--- config.mk ---
export PLATFORM = sky130hd
export DESIGN_NAME = edge_tally_chan
export DESIGN_NICKNAME = d
export VERILOG_FILES = /design/src/rtl/edge_tally_pkg.sv /design/src/rtl/edge_tally_cfg.sv /design/src/rtl/edge_tally_detect.sv /design/src/rtl/edge_tally_core.sv /design/src/rtl/edge_tally_chan.sv
export SDC_FILE = /design/constraint.sdc
export NUM_CORES = 1
export LEC_CHECK = 0
export ABC_AREA = 1
export BUFFER_PORTS_ARGS = -buffer_cell sky130_fd_sc_hd__buf_4
export CORE_UTILIZATION = 40
export DETAILED_ROUTE_END_ITERATION = 10
export PLACE_DENSITY = 0.67
export SKIP_CTS_REPAIR_TIMING = 1
export SYNTH_ARGS = -nofsm -noshare
export SYNTH_HDL_FRONTEND = slang
export SYNTH_HIERARCHICAL = 1
export SYNTH_SLANG_ARGS = --single-unit
export TNS_END_PERCENT = 10
--- constraint.sdc ---
create_clock -name clk -period 2 [get_ports clk]
set_input_delay 0.2 -clock clk [delete_from_list [all_inputs] [get_ports clk]]
set_output_delay 0.2 -clock clk [all_outputs]
set_load 0.02 [all_outputs]
--- src/rtl/edge_tally_pkg.sv ---
package edge_tally_pkg;

   typedef enum logic [1:0] {
      EDGE_NONE = 2'b00,
      EDGE_RISE = 2'b01,
      EDGE_FALL = 2'b10,
      EDGE_ANY  = 2'b11
   } edge_mode_e;

   typedef struct packed {
      edge_mode_e mode;
      logic       use_b;
      logic       rpt;
   } chan_cfg_t;

   function automatic logic edge_match(edge_mode_e m, logic prev, logic cur);
      case (m)
         EDGE_RISE: return !prev && cur;
         EDGE_FALL: return prev && !cur;
         EDGE_ANY:  return prev ^ cur;
         default:   return 1'b0;
      endcase
   endfunction

endpackage

--- src/rtl/edge_tally_cfg.sv ---
module edge_tally_cfg
   import edge_tally_pkg::*;
#(
   parameter int CNT_W          = 16,
   parameter bit ZERO_MEANS_ONE = 1'b1
) (
   input  logic             clk,
   input  logic             rst_n,
   input  logic             init_i,
   input  logic [2:0]       edge_cfg_i,
   input  logic [3:0]       tbase_i,
   input  logic [CNT_W-1:0] limit_i,
   input  logic             repeat_i,
   output chan_cfg_t        cfg_o,
   output logic [CNT_W-1:0] limit_o
);

   localparam logic [CNT_W-1:0] ONE = CNT_W'(1);

   chan_cfg_t        cfg_q;
   logic [CNT_W-1:0] limit_q;
   logic             unused_tbase_lsb;

   assign unused_tbase_lsb = tbase_i[0];

   always_ff @(posedge clk or negedge rst_n) begin
      if (!rst_n) begin
         cfg_q   <= '{mode: EDGE_NONE, use_b: 1'b0, rpt: 1'b0};
         limit_q <= '0;
      end else if (init_i) begin
         if (!edge_cfg_i[2])
            cfg_q.mode <= edge_mode_e'(edge_cfg_i[1:0]);
         if (tbase_i[3:2] == 2'b00)
            cfg_q.use_b <= tbase_i[1];
         cfg_q.rpt <= repeat_i;
         limit_q   <= limit_i;
      end
   end

   assign cfg_o = cfg_q;

   generate
      if (ZERO_MEANS_ONE) begin : g_zero_one
         assign limit_o = (limit_q == '0) ? ONE : limit_q;
      end else begin : g_zero_raw
         assign limit_o = limit_q;
      end
   endgenerate

endmodule

--- src/rtl/edge_tally_detect.sv ---
module edge_tally_detect
   import edge_tally_pkg::*;
(
   input  logic       clk,
   input  logic       rst_n,
   input  logic       pin_i,
   input  edge_mode_e mode_i,
   output logic       hit_o
);

   logic prev_q;

   always_ff @(posedge clk or negedge rst_n) begin
      if (!rst_n) prev_q <= 1'b0;
      else        prev_q <= pin_i;
   end

   assign hit_o = edge_match(mode_i, prev_q, pin_i);

endmodule

--- src/rtl/edge_tally_core.sv ---
module edge_tally_core #(
   parameter int CNT_W  = 16,
   parameter int TIME_W = 16
) (
   input  logic              clk,
   input  logic              rst_n,
   input  logic              init_i,
   input  logic              hit_i,
   input  logic [TIME_W-1:0] stamp_i,
   input  logic [CNT_W-1:0]  limit_i,
   input  logic              rpt_i,
   output logic [CNT_W-1:0]  count_o,
   output logic [TIME_W-1:0] last_o,
   output logic [TIME_W-1:0] final_o,
   output logic              irq_o
);

   logic [CNT_W-1:0]  cnt_q;
   logic [CNT_W-1:0]  cnt_nxt;
   logic [TIME_W-1:0] last_q;
   logic [TIME_W-1:0] final_q;
   logic              armed_q;
   logic              irq_q;
   logic              take;
   logic              at_limit;

   assign cnt_nxt  = cnt_q + 1'b1;
   assign take     = armed_q && hit_i;
   assign at_limit = (cnt_nxt == limit_i);

   always_ff @(posedge clk or negedge rst_n) begin
      if (!rst_n) begin
         cnt_q   <= '0;
         last_q  <= '0;
         final_q <= '0;
         armed_q <= 1'b0;
         irq_q   <= 1'b0;
      end else begin
         irq_q <= 1'b0;
         if (init_i) begin
            cnt_q   <= '0;
            last_q  <= '0;
            final_q <= '0;
            armed_q <= 1'b1;
         end else if (take) begin
            last_q <= stamp_i;
            if (at_limit) begin
               final_q <= stamp_i;
               irq_q   <= 1'b1;
               if (rpt_i) begin
                  cnt_q <= '0;
               end else begin
                  cnt_q   <= cnt_nxt;
                  armed_q <= 1'b0;
               end
            end else begin
               cnt_q <= cnt_nxt;
            end
         end
      end
   end

   assign count_o = cnt_q;
   assign last_o  = last_q;
   assign final_o = final_q;
   assign irq_o   = irq_q;

endmodule

--- src/rtl/edge_tally_chan.sv ---
module edge_tally_chan
   import edge_tally_pkg::*;
#(
   parameter int CNT_W          = 16,
   parameter int TIME_W         = 16,
   parameter bit ZERO_MEANS_ONE = 1'b1
) (
   input  logic              clk,
   input  logic              rst_n,
   input  logic              pin_i,
   input  logic [TIME_W-1:0] base_a_i,
   input  logic [TIME_W-1:0] base_b_i,
   input  logic              init_i,
   input  logic [2:0]        edge_cfg_i,
   input  logic [3:0]        tbase_i,
   input  logic [CNT_W-1:0]  limit_i,
   input  logic              repeat_i,
   output logic [CNT_W-1:0]  count_o,
   output logic [TIME_W-1:0] last_time_o,
   output logic [TIME_W-1:0] final_time_o,
   output logic              irq_o
);

   initial begin
      if (CNT_W < 2)  $error("edge_tally_chan: CNT_W must be at least 2");
      if (TIME_W < 2) $error("edge_tally_chan: TIME_W must be at least 2");
   end

   chan_cfg_t         cfg;
   logic [CNT_W-1:0]  limit_eff;
   logic              hit;
   logic [TIME_W-1:0] stamp;

   edge_tally_cfg #(
      .CNT_W         (CNT_W),
      .ZERO_MEANS_ONE(ZERO_MEANS_ONE)
   ) u_cfg (
      .clk       (clk),
      .rst_n     (rst_n),
      .init_i    (init_i),
      .edge_cfg_i(edge_cfg_i),
      .tbase_i   (tbase_i),
      .limit_i   (limit_i),
      .repeat_i  (repeat_i),
      .cfg_o     (cfg),
      .limit_o   (limit_eff)
   );

   edge_tally_detect u_det (
      .clk   (clk),
      .rst_n (rst_n),
      .pin_i (pin_i),
      .mode_i(cfg.mode),
      .hit_o (hit)
   );

   assign stamp = cfg.use_b ? base_b_i : base_a_i;

   edge_tally_core #(
      .CNT_W (CNT_W),
      .TIME_W(TIME_W)
   ) u_core (
      .clk    (clk),
      .rst_n  (rst_n),
      .init_i (init_i),
      .hit_i  (hit),
      .stamp_i(stamp),
      .limit_i(limit_eff),
      .rpt_i  (cfg.rpt),
      .count_o(count_o),
      .last_o (last_time_o),
      .final_o(final_time_o),
      .irq_o  (irq_o)
   );

endmodule

==> flow_summary.yaml, run 1 <==
cts:
  clock_latency_ps: 350
  cts.path.max_buffers: 2
  clockRootBuffer: "clkbuf_8"
  cts_tree: "yes"
  clock_sink_count: 71
  cts.clk_slew.worst_paths_ps: 80
  cts_made_buffers: 9
  htree_levels: 3
global_route:
  globalRoute.totalOverflow: 0
  gr-usage-all-layers: 0.213
  antenna_violations_before_repair: 0
  first_global_vias: 4011
  largest_net_degree_at_the_start_of_global_routing: 72
  grt_first_pass_wirelength_um: 18700
outcome:
  failed_checks: "design-rule violations, negative setup slack"
  outcome: "complete, but fails checks"
final_layout:
  multi_input_comb_area_mm2: 0.00225
  antenna_cells: 0
  nFillCells: 955
  fin_cells: 873
  drive_gt1_frac: 0.384
  area.growth.synth_to_final_pct: 44.0
  num-nets-final: 796
  sequential_cell_area_mm2: 0.00178
  finalCoreUtilization: 0.590
floorplan:
  die_height_um: 105
  core_region_area_mm2: 0.0103
  die_width_um: 105
  initial_cell_density_of_the_core: 0.410
  dieArea_mm2: 0.0109
  boundaryPins: 109
  site_row_count: 37
synthesis:
  netlist_instances: 561
  synth_top_family_by_area: "simple AND/OR/NAND/NOR gates"
  synth.cell_area_mm2: 0.00421
  postSynthNetCount: 624
  postSynthAreaPerCell_um2: 7.51
  synth_seq_area_share: 0.422
  synth_compound_area_frac: 0.0353
  synth_xor_xnor_area_share: 0.00416
  muxShareOfSynthArea: 0.0428
  ys_warnings: 6
  synthDistinctLibCells: 30
  synthesized_area_fraction_occupied_by_and_or_nand_nor_cells: 0.397
  synth_seq_cells: 71
  yosys.area_share.adder: 0.00891
pwr:
  power_leakage_nw: 3.21
  peakVddDrop_v: 0.000294
  power_w: 0.00351
  power.density_mw_per_mm2: 578
worst_setup_path:
  arrival_ps: 2450
  critical_path.reg2reg.endpoint: "u_core/final_o[0]$_DFFE_PN0P_"
  worst_ep_required_time_ps: 2250
  reg2regPathDepth: 13
  worst-r2r-setup-slack_ps: -200
  rr_startpoint: "u_core/count_o[1]$_DFFE_PN0P_"
  critPathKind: "register to register"
  peak_per_stage_delay_on_the_critical_path_ps: 410
  critPathMaxFanout: 8
  crit_chain: "nand2_1 -> nor2_4 -> buf_4 -> nand4_1 -> nand2_1 -> nand2_1 -> nand2_1 -> nand2_1 -> nor2_4 -> buf_4 -> nand4_4 -> nand3_2 -> nand2_1"
  crit_path_start_kind: "register"
  path_common_cell: "nand2_1"
  cp-end-kind: "register"
  slowest_stage_cell_on_the_critical_path: "dfrtp_2"
worst_hold_path:
  hold_depth: 3
  hold_path.startpoint: "limit_i[0]"
  hold-path-endpoint: "u_cfg/limit_q[0]$_DFFE_PN0P_"
  holdCritPathClass: "input port to register"
timing:
  period_share: 1.10
  final_hold_viol_count: 0
  clock_skew_ps: 12.7
  max_clock_freq_ghz: 0.454
  post-route-min-period_ps: 2200
  worst_slew_pin_slew_ps: 808
  drv_slew: 0
  finalSetupViolCount: 33
  post-route-worst-setup-slack_ps: -204
  relative_slew_slack: 0.460
  rsz0062_at_grt: "yes"
place:
  numPlacedInstances: 839
  placement.io_buffers: 107
  hpwlAfterDp_um: 8670
  gp_congestion: 0.867
detailed_routing:
  totalWireLength_um: 12300
  detail_route.first_pass.iterations: 10
  routed-via-count: 4439
  post_detailed_route_wirelength_per_cell_um: 14.1
  drtIter0Drc: 293
  drcViolationCount: 2
  drt-vias-per-instance: 5.08
  antenna_violating_nets_post_route: 0
job:
  cap_viol_max_count: 0
-- cell usage after synthesis --
library cell	number	area [um^2]
nor2_2	3	18.8
a21oi_1	5	25.0
a22o_1	9	78.8
nand2_2	11	68.8
buf_4	1	7.51
inv_6	1	8.76
clkbuf_1	21	78.8
xnor2_1	1	8.76
inv_1	46	173
dfrtp_1	71	1780
nand3_1	70	350
nand4_4	2	42.5
clkinv_1	1	3.75
nand2_1	200	751
buf_6	6	67.6
and2_1	1	6.26
or2_2	1	6.26
buf_1	1	3.75
inv_2	2	7.51
o21ai_1	1	5.00
ha_1	3	37.5
mux2_2	16	180
nor2_4	8	90.1
buf_12	1	20.0
o21ai_0	8	40.0
nand4_1	26	163
nor2_1	37	139
xor2_1	1	8.76
buf_2	2	10.0
nand3b_1	5	37.5
-- layout make-up --
cell class	count	share of cell area
sequential	71	0.294
tap	136	0.0280
timing repair buffer	191	0.243
multi-input combinational	410	0.371
inverter	50	0.0318
clock buffer	10	0.0227
clock inverter	5	0.00949
-- cells by family after synthesis --
kind of cell    after synthesis
simple gates                364
buf+inv                      82
flops                        71
compound gates               23
mux                          16
fa+ha+maj                     3
xor+xnor                      2
-- layer usage --
layer,global-route usage,wire length [um],share of wire,vias to the layer above
li1,-,-,-,2160
met1,0.287,5420,0.44,2073
met2,0.338,5780,0.47,171
met3,0.0381,794,0.064,35
met4,0.0905,346,0.028,0
met5,0,0,0,-
-- worst max path at each step --
| stage | start | end | slack (ps) | cells after the start |
|---|---|---|---|---|
| 2_1_floorplan | u_core/count_o[0]$_DFFE_PN0P_ | u_core/count_o[0]$_DFFE_PN0P_ | 3 | 13 |
| 3_3_place_gp | u_core/count_o[1]$_DFFE_PN0P_ | u_core/count_o[15]$_DFFE_PN0P_ | -90 | 12 |
| 3_5_place_dp | u_core/count_o[0]$_DFFE_PN0P_ | u_core/count_o[7]$_DFFE_PN0P_ | -160 | 12 |
| 4_1_cts | u_core/count_o[0]$_DFFE_PN0P_ | u_core/count_o[10]$_DFFE_PN0P_ | -170 | 12 |
| 5_1_grt | u_core/count_o[0]$_DFFE_PN0P_ | u_core/final_o[6]$_DFFE_PN0P_ | -330 | 13 |
| 6_report | u_core/count_o[1]$_DFFE_PN0P_ | u_core/final_o[0]$_DFFE_PN0P_ | -200 | 13 |
-- registers in the layout (all words and copies together), names as in the netlist --
signal,count
u_cfg/cfg_o,4
u_core/armed_q,1
u_core/count_o,16
u_core/last_o,16
u_core/irq_o,1
u_core/final_o,16
u_cfg/limit_q,16
u_det/prev_q,1
-- cell usage in the layout, fill, tap and decap left out, types with 2 or more instances in the layout --
cell type	n
nand2_1	194
buf_4	182
clkinv_2	2
o21ai_0	4
ha_1	2
clkbuf_8	10
dlygate4sd3_1	2
nand3_2	18
nor2_4	10
mux2_2	16
nand4_4	4
dfrtp_1	67
inv_1	46
nand3_1	51
dfrtp_2	4
buf_6	6
nand4_1	26
nor2_2	3
nand2_2	16
nand3b_1	5
inv_6	2
a21oi_1	4
a22o_1	9
nor2_1	35
o21ai_1	5
inv_2	2
-- critical path, delay by kind of cell, from the launching register on --
kind | cells | cell delay, ps
flops | 1 | 410
buf+inv | 2 | 340
simple gates | 11 | 1350
-- report_power, final --
group | total, W | internal, W | switching, W
clock | 0.00117 | 0.000606 | 0.000564
combinational | 0.000759 | 0.000338 | 0.000422
sequential | 0.00158 | 0.00151 | 0.0000685
total | 0.00351 | 0.00245 | 0.00105
-- per-stage QoR --
step           setup WS, ps  hold slack (ps)  cell area [um^2]  setup TNS (ps)
2_1_floorplan          3.00            -95.6              4230               0
3_3_place_gp          -89.4              236              5540           -2200
3_5_place_dp           -156              244              5540           -3740
4_1_cts                -172             -137              5730           -4390
5_1_grt                -327             64.5              6070           -8860
6_report               -204             60.7              6070           -4200
(Power assumes the default switching activity.)
==> inputs of run 2 (changes only) <==
--- a/config.mk
+++ b/config.mk
@@ -5,11 +5,11 @@
 export SDC_FILE = /design/constraint.sdc
 export NUM_CORES = 1
 export LEC_CHECK = 0
-export ABC_AREA = 1
 export BUFFER_PORTS_ARGS = -buffer_cell sky130_fd_sc_hd__buf_4
 export CORE_UTILIZATION = 40
 export DETAILED_ROUTE_END_ITERATION = 10
 export PLACE_DENSITY = 0.67
+export REMOVE_ABC_BUFFERS = 1
 export SKIP_CTS_REPAIR_TIMING = 1
 export SYNTH_ARGS = -nofsm -noshare
 export SYNTH_HDL_FRONTEND = slang
==> run 2 against run 1 <==
  * The run ends with negative setup slack left
  * Cell count fell by 23%
  * Sequential share of layout area rose by 1.9 points
  * Routed wire length fell by 10%
  * Largest power group unchanged
==> flow_summary.yaml, run 2 <==
detailed_routing:
  drtIter0Drc: 164
  totalWireLength_um: 11100
  post_detailed_route_wirelength_per_cell_um: 16.5
  routed-via-count: 3425
  antenna_violating_nets_post_route: 0
  detail_route.first_pass.iterations: 4
  drcViolationCount: 0
  drt-vias-per-instance: 5.09
global_route:
  grt_first_pass_wirelength_um: 17400
  antenna_violations_before_repair: 0
  globalRoute.totalOverflow: 0
  first_global_vias: 3348
  largest_net_degree_at_the_start_of_global_routing: 39
  gr-usage-all-layers: 0.225
synthesis:
  postSynthAreaPerCell_um2: 10.6
  synth.cell_area_mm2: 0.00395
  synth-main-ff-cell: "dfrtp_1"
  ys_top_cells_by_area: "dfrtp_1 45%, mux2_4 8.7%, nand2_1 4.4%"
  synth-edff-count: 0
  synth_area_leader_cell: "dfrtp_1"
  synthDistinctLibCells: 53
  most_numerous_cell_in_the_yosys_netlist: "dfrtp_1"
  netlist_instances: 373
  async_reset_ff_frac: 1.00
  ys_warnings: 6
  synth_seq_area_share: 0.450
  synth_commonest_cells: "71 x dfrtp_1, 46 x nand2_1, 27 x a21oi_1, 24 x clkbuf_1, 23 x mux2_4"
  synth_seq_cells: 71
  netlist.area_leader.share: 0.450
place:
  gp_congestion: 0.895
  hpwlAfterDp_um: 8310
  post_dp_cell_area_mm2: 0.00536
  placement.io_buffers: 107
floorplan:
  boundaryPins: 109
  die_width_um: 101
  initial_cell_density_of_the_core: 0.420
  die_height_um: 101
  dieArea_mm2: 0.0103
  site_row_count: 35
  core_region_area_mm2: 0.00942
pwr:
  power_w: 0.00364
  peakVddDrop_v: 0.000331
  power_leakage_nw: 2.72
  power.density_mw_per_mm2: 641
worst_setup_path:
  critPathKind: "register to register"
  peak_per_stage_delay_on_the_critical_path_ps: 580
  worst-r2r-setup-slack_ps: -1000
  rr_startpoint: "u_cfg/limit_q[10]$_DFFE_PN0P_"
  worst_ep_required_time_ps: 2290
  critical_path.reg2reg.endpoint: "u_core/final_o[8]$_DFFE_PN0P_"
  reg2regPathDepth: 12
  critPathMaxFanout: 4
  worst_setup_path_startpoint: "u_cfg/limit_q[10]$_DFFE_PN0P_"
  crit_path_start_kind: "register"
  arrival_ps: 3290
  crit_chain: "nor4_2 -> buf_4 -> a41o_1 -> xnor2_1 -> a311oi_1 -> o2111ai_1 -> or4_4 -> buf_6 -> buf_6 -> nor4_4 -> buf_4 -> a22o_1"
  slowest_stage_cell_on_the_critical_path: "or4_4"
  cp-end-kind: "register"
final_layout:
  drive_gt1_frac: 0.493
  num-nets-final: 602
  design_area_mm2: 0.00568
  final_common_cell: "buf_4"
  nFillCells: 797
  layout.cells.most_common_list: "185 x buf_4, 71 x dfrtp_1, 46 x nand2_1"
  multi_input_comb_area_mm2: 0.00197
  area.growth.synth_to_final_pct: 43.8
  antenna_cells: 0
  sequential_cell_area_mm2: 0.00178
cts:
  cts_tree: "yes"
  htree_levels: 3
  cts.path.max_buffers: 2
  cts_made_buffers: 9
  clockRootBuffer: "clkbuf_8"
  clock_latency_ps: 350
  cts.clk_slew.worst_paths_ps: 80
  clock_sink_count: 71
timing:
  period_share: 1.50
  rsz0062_at_grt: "yes"
  clock_skew_ps: 8.85
  worst_slew_pin_slew_ps: 524
  final_hold_viol_count: 0
  post-route-min-period_ps: 3000
  post-route-worst-setup-slack_ps: -999
  max_clock_freq_ghz: 0.333
  finalSetupViolCount: 34
  relative_slew_slack: 0.647
  worst_hold_slack_ps: 76.5
  drv_slew: 0
worst_hold_path:
  holdCritPathClass: "input port to register"
  hold_depth: 2
  hold_path.startpoint: "edge_cfg_i[0]"
  hold-path-endpoint: "u_cfg/cfg_o[2]$_DFFE_PN0P_"
outcome:
  failed_checks: "negative setup slack"
  outcome: "complete, but fails checks"
job:
  cap_viol_max_count: 0
run 2: kinds of logic (layout without fill, tap and decap cells):
kind of cell             after synthesis  in the layout  synth area share
adder cells (fa/ha/maj)                3              3           0.00950
flip-flops                            71             71             0.450
XOR/XNOR                              20             20            0.0443
multiplexers                          47             47             0.152
AND/OR/NAND/NOR                      118            118             0.168
AO/OA/AOI/OAI                         65             65             0.110
buffers and inverters                 49            220            0.0668
run 2: worst max-delay path by stage:
stage / end / slack (ps) / depth (start not counted)
after CTS: u_core/final_o[12]$_DFFE_PN0P_ / -1090 / 13
after global placement: u_core/final_o[9]$_DFFE_PN0P_ / -1030 / 13
after floorplan: u_core/count_o[7]$_DFFE_PN0P_ / -1540 / 9
after detailed placement: u_core/final_o[12]$_DFFE_PN0P_ / -1070 / 13
final: u_core/final_o[8]$_DFFE_PN0P_ / -1000 / 12
after global routing: u_core/final_o[9]$_DFFE_PN0P_ / -1160 / 12
run 2: cell type report:
cell class / instances / share of cell area
sequential: 71 / 0.313
tap: 129 / 0.0284
multi-input combinational: 253 / 0.347
clock buffer: 9 / 0.0218
inverter: 8 / 0.00529
timing repair buffer: 196 / 0.271
clock inverter: 7 / 0.0143
run 2: power breakdown:
part / total (W) / switching, W / internal [W]
clock network: 0.00119 / 0.000599 / 0.000590
registers: 0.00158 / 0.0000598 / 0.00152
logic: 0.000872 / 0.000420 / 0.000452
total: 0.00364 / 0.00108 / 0.00256
run 2: worst max-delay path: cells and delay by family, from the launching register on:
family                    cells  cell delay, ps
AOI/OAI and AO/OA             4             670
DFF                           1             400
xor gates and xnor gates      1              80
buffers and inverters         4             630
and+or+nand+nor               3            1180
run 2: per-layer routing:
layer  track usage  share of wire  wire [um]  up-vias
met5             0              0          0        -
met4        0.0758          0.010        116        0
met3        0.0317          0.053        584        8
met2         0.366           0.50       5560      104
met1         0.310           0.44       4850     1670
li1              -              -          -     1643
run 2: through the flow:
step	setup slack [ps]	setup TNS [ps]	instances	utilization
after floorplan	-1540	-44990	332	-
after global placement	-1030	-32820	653	0.569
after detailed placement	-1070	-32950	653	0.569
after CTS	-1090	-33720	669	0.591
after global routing	-1160	-36870	673	0.603
final	-999	-30970	673	0.603
==> inputs of run 3 (changes only) <==
--- a/config.mk
+++ b/config.mk
@@ -5,7 +5,9 @@
 export SDC_FILE = /design/constraint.sdc
 export NUM_CORES = 1
 export LEC_CHECK = 0
+export ABC_AREA = 1
 export BUFFER_PORTS_ARGS = -buffer_cell sky130_fd_sc_hd__buf_4
+export CORE_ASPECT_RATIO = 2
 export CORE_UTILIZATION = 40
 export DETAILED_ROUTE_END_ITERATION = 10
 export PLACE_DENSITY = 0.67
==> run 3 against run 2 <==
  * The run still ends with negative setup slack left
  * Flip-flop and latch count is the same
  * Die area grew 6.8%
  * Non-clock buffer count shrank 18
  * Critical path depth grew 4
  * First-iteration DRC count grew 49%
  * Cell area grew 6.9%
  * Sequential power is essentially flat
  * Cell count grew 28%
  * Hold slack gained 5.6 ps
  * Total power grew 20%
  * Combinational power shrank 9.7%
  * Critical path type unchanged
==> flow_summary.yaml, run 3 (synthesis results as in run 1) <==
worst_setup_path:
  arrival_ps: 2720
  critPathMaxFanout: 5
  rr_startpoint: "u_cfg/limit_q[10]$_DFFE_PN0P_"
  worst-r2r-setup-slack_ps: -450
  critical_path.reg2reg.endpoint: "u_core/final_o[6]$_DFFE_PN0P_"
  worst_ep_required_time_ps: 2270
  crit_path_start_kind: "register"
  reg2regPathDepth: 16
  critPathKind: "register to register"
  cp-end-kind: "register"
global_route:
  antenna_violations_before_repair: 0
  gr-usage-all-layers: 0.252
  largest_net_degree_at_the_start_of_global_routing: 35
  grt_first_pass_wirelength_um: 20700
  globalRoute.totalOverflow: 0
  first_global_vias: 4439
worst_hold_path:
  hold_depth: 3
  hold-path-endpoint: "u_cfg/limit_q[0]$_DFFE_PN0P_"
  holdCritPathClass: "input port to register"
  hold_path.startpoint: "limit_i[0]"
pwr:
  peakVddDrop_v: 0.000518
  power_leakage_nw: 3.22
  power.density_mw_per_mm2: 719
place:
  gp_congestion: 0.896
  placement.io_buffers: 107
  post_dp_cell_area_mm2: 0.00552
  hpwlAfterDp_um: 9810
  numPlacedInstances: 835
final_layout:
  drive_gt1_frac: 0.349
  final_common_cell: "nand2_1"
  design_area_mm2: 0.00607
  antenna_cells: 0
  layout.cells.most_common_list: "198 x nand2_1, 171 x buf_4, 71 x dfrtp_1"
  num-nets-final: 783
  fin_cells: 860
  area.growth.synth_to_final_pct: 44.1
detailed_routing:
  antenna_violating_nets_post_route: 0
  routed-via-count: 4369
  drt-vias-per-instance: 5.08
  detail_route.first_pass.iterations: 5
  drcViolationCount: 0
  totalWireLength_um: 13300
  post_detailed_route_wirelength_per_cell_um: 15.4
  drtIter0Drc: 245
timing:
  post-route-min-period_ps: 2450
  max_clock_freq_ghz: 0.408
  post-route-worst-setup-slack_ps: -450
  relative_slew_slack: 0.640
  period_share: 1.23
  final_hold_viol_count: 0
  worst_hold_slack_ps: 82.1
  drv_slew: 0
  rsz0062_at_grt: "yes"
  finalSetupViolCount: 34
  fin_tns_setup_ps: -12310
  clock_skew_ps: 4.18
  worst_slew_pin_slew_ps: 539
floorplan:
  die_height_um: 147
  die_width_um: 74.6
  initial_cell_density_of_the_core: 0.415
  core_region_area_mm2: 0.0101
  site_row_count: 52
  boundaryPins: 109
  dieArea_mm2: 0.0110
cts:
  clock_latency_ps: 330
  cts.path.max_buffers: 2
  clockRootBuffer: "clkbuf_16"
  cts_tree: "yes"
  clock_sink_count: 71
  cts.clk_slew.worst_paths_ps: 60
  htree_levels: 3
  cts_made_buffers: 9
outcome:
  failed_checks: "negative setup slack"
  outcome: "complete, but fails checks"
job:
  cap_viol_max_count: 0
run 3: per-layer routing:
metal  wire (um)  global-route usage
met4         819               0.170
met3         626              0.0514
met5           0                   0
met1        4570               0.252
met2        7270               0.444
run 3: metrics by stage:
step,utilization,setup WS [ps],power (W)
after detailed placement,0.544,-346,0.00234
final,0.598,-450,0.00436
after global routing,0.598,-537,0.00453
after floorplan,-,-550,0.00194
after global placement,0.544,-310,0.00233
after CTS,0.581,-368,0.00435
run 3: critical path: stages (launching register included):
cell and delay [ps]:
dfrtp_1 390, nor2_2 120, nand2_1 90, nor2_1 110, nand2_1 60, nand2_1 60, xor2_1 140, nand2_1 90
buf_6 140, nor2_4 60, nand4_1 200, nor2_2 200, nand3_2 110, nor2_4 250, buf_4 180, nand4_1 90
nand2_1 90
run 3: worst max-delay path by stage:
stage	slack [ps]	from	endpoint
floorplan	-550	u_det/prev_q$_DFF_PN0_	u_core/count_o[10]$_DFFE_PN0P_
global placement	-310	u_core/count_o[0]$_DFFE_PN0P_	u_core/count_o[10]$_DFFE_PN0P_
detailed placement	-350	u_core/count_o[0]$_DFFE_PN0P_	u_core/count_o[4]$_DFFE_PN0P_
CTS	-370	u_core/count_o[0]$_DFFE_PN0P_	u_core/count_o[7]$_DFFE_PN0P_
global route	-540	u_cfg/limit_q[10]$_DFFE_PN0P_	u_core/final_o[2]$_DFFE_PN0P_
finish	-450	u_cfg/limit_q[10]$_DFFE_PN0P_	u_core/final_o[6]$_DFFE_PN0P_
run 3: cell type report:
type | count | area (um^2)
Clock inverter | 5 | 129
Timing Repair Buffer | 178 | 1400
Fill cell | 962 | 4080
Sequential cell | 71 | 1780
Multi-Input combinational cell | 410 | 2160
Inverter | 50 | 193
Tap cell | 135 | 169
Clock buffer | 11 | 243
run 3: where the power goes:
| group | internal, W | switching, W |
|---|---|---|
| clock | 0.00138 | 0.000620 |
| sequential | 0.00151 | 0.0000648 |
| combinational | 0.000351 | 0.000437 |
| total | 0.00324 | 0.00112 |
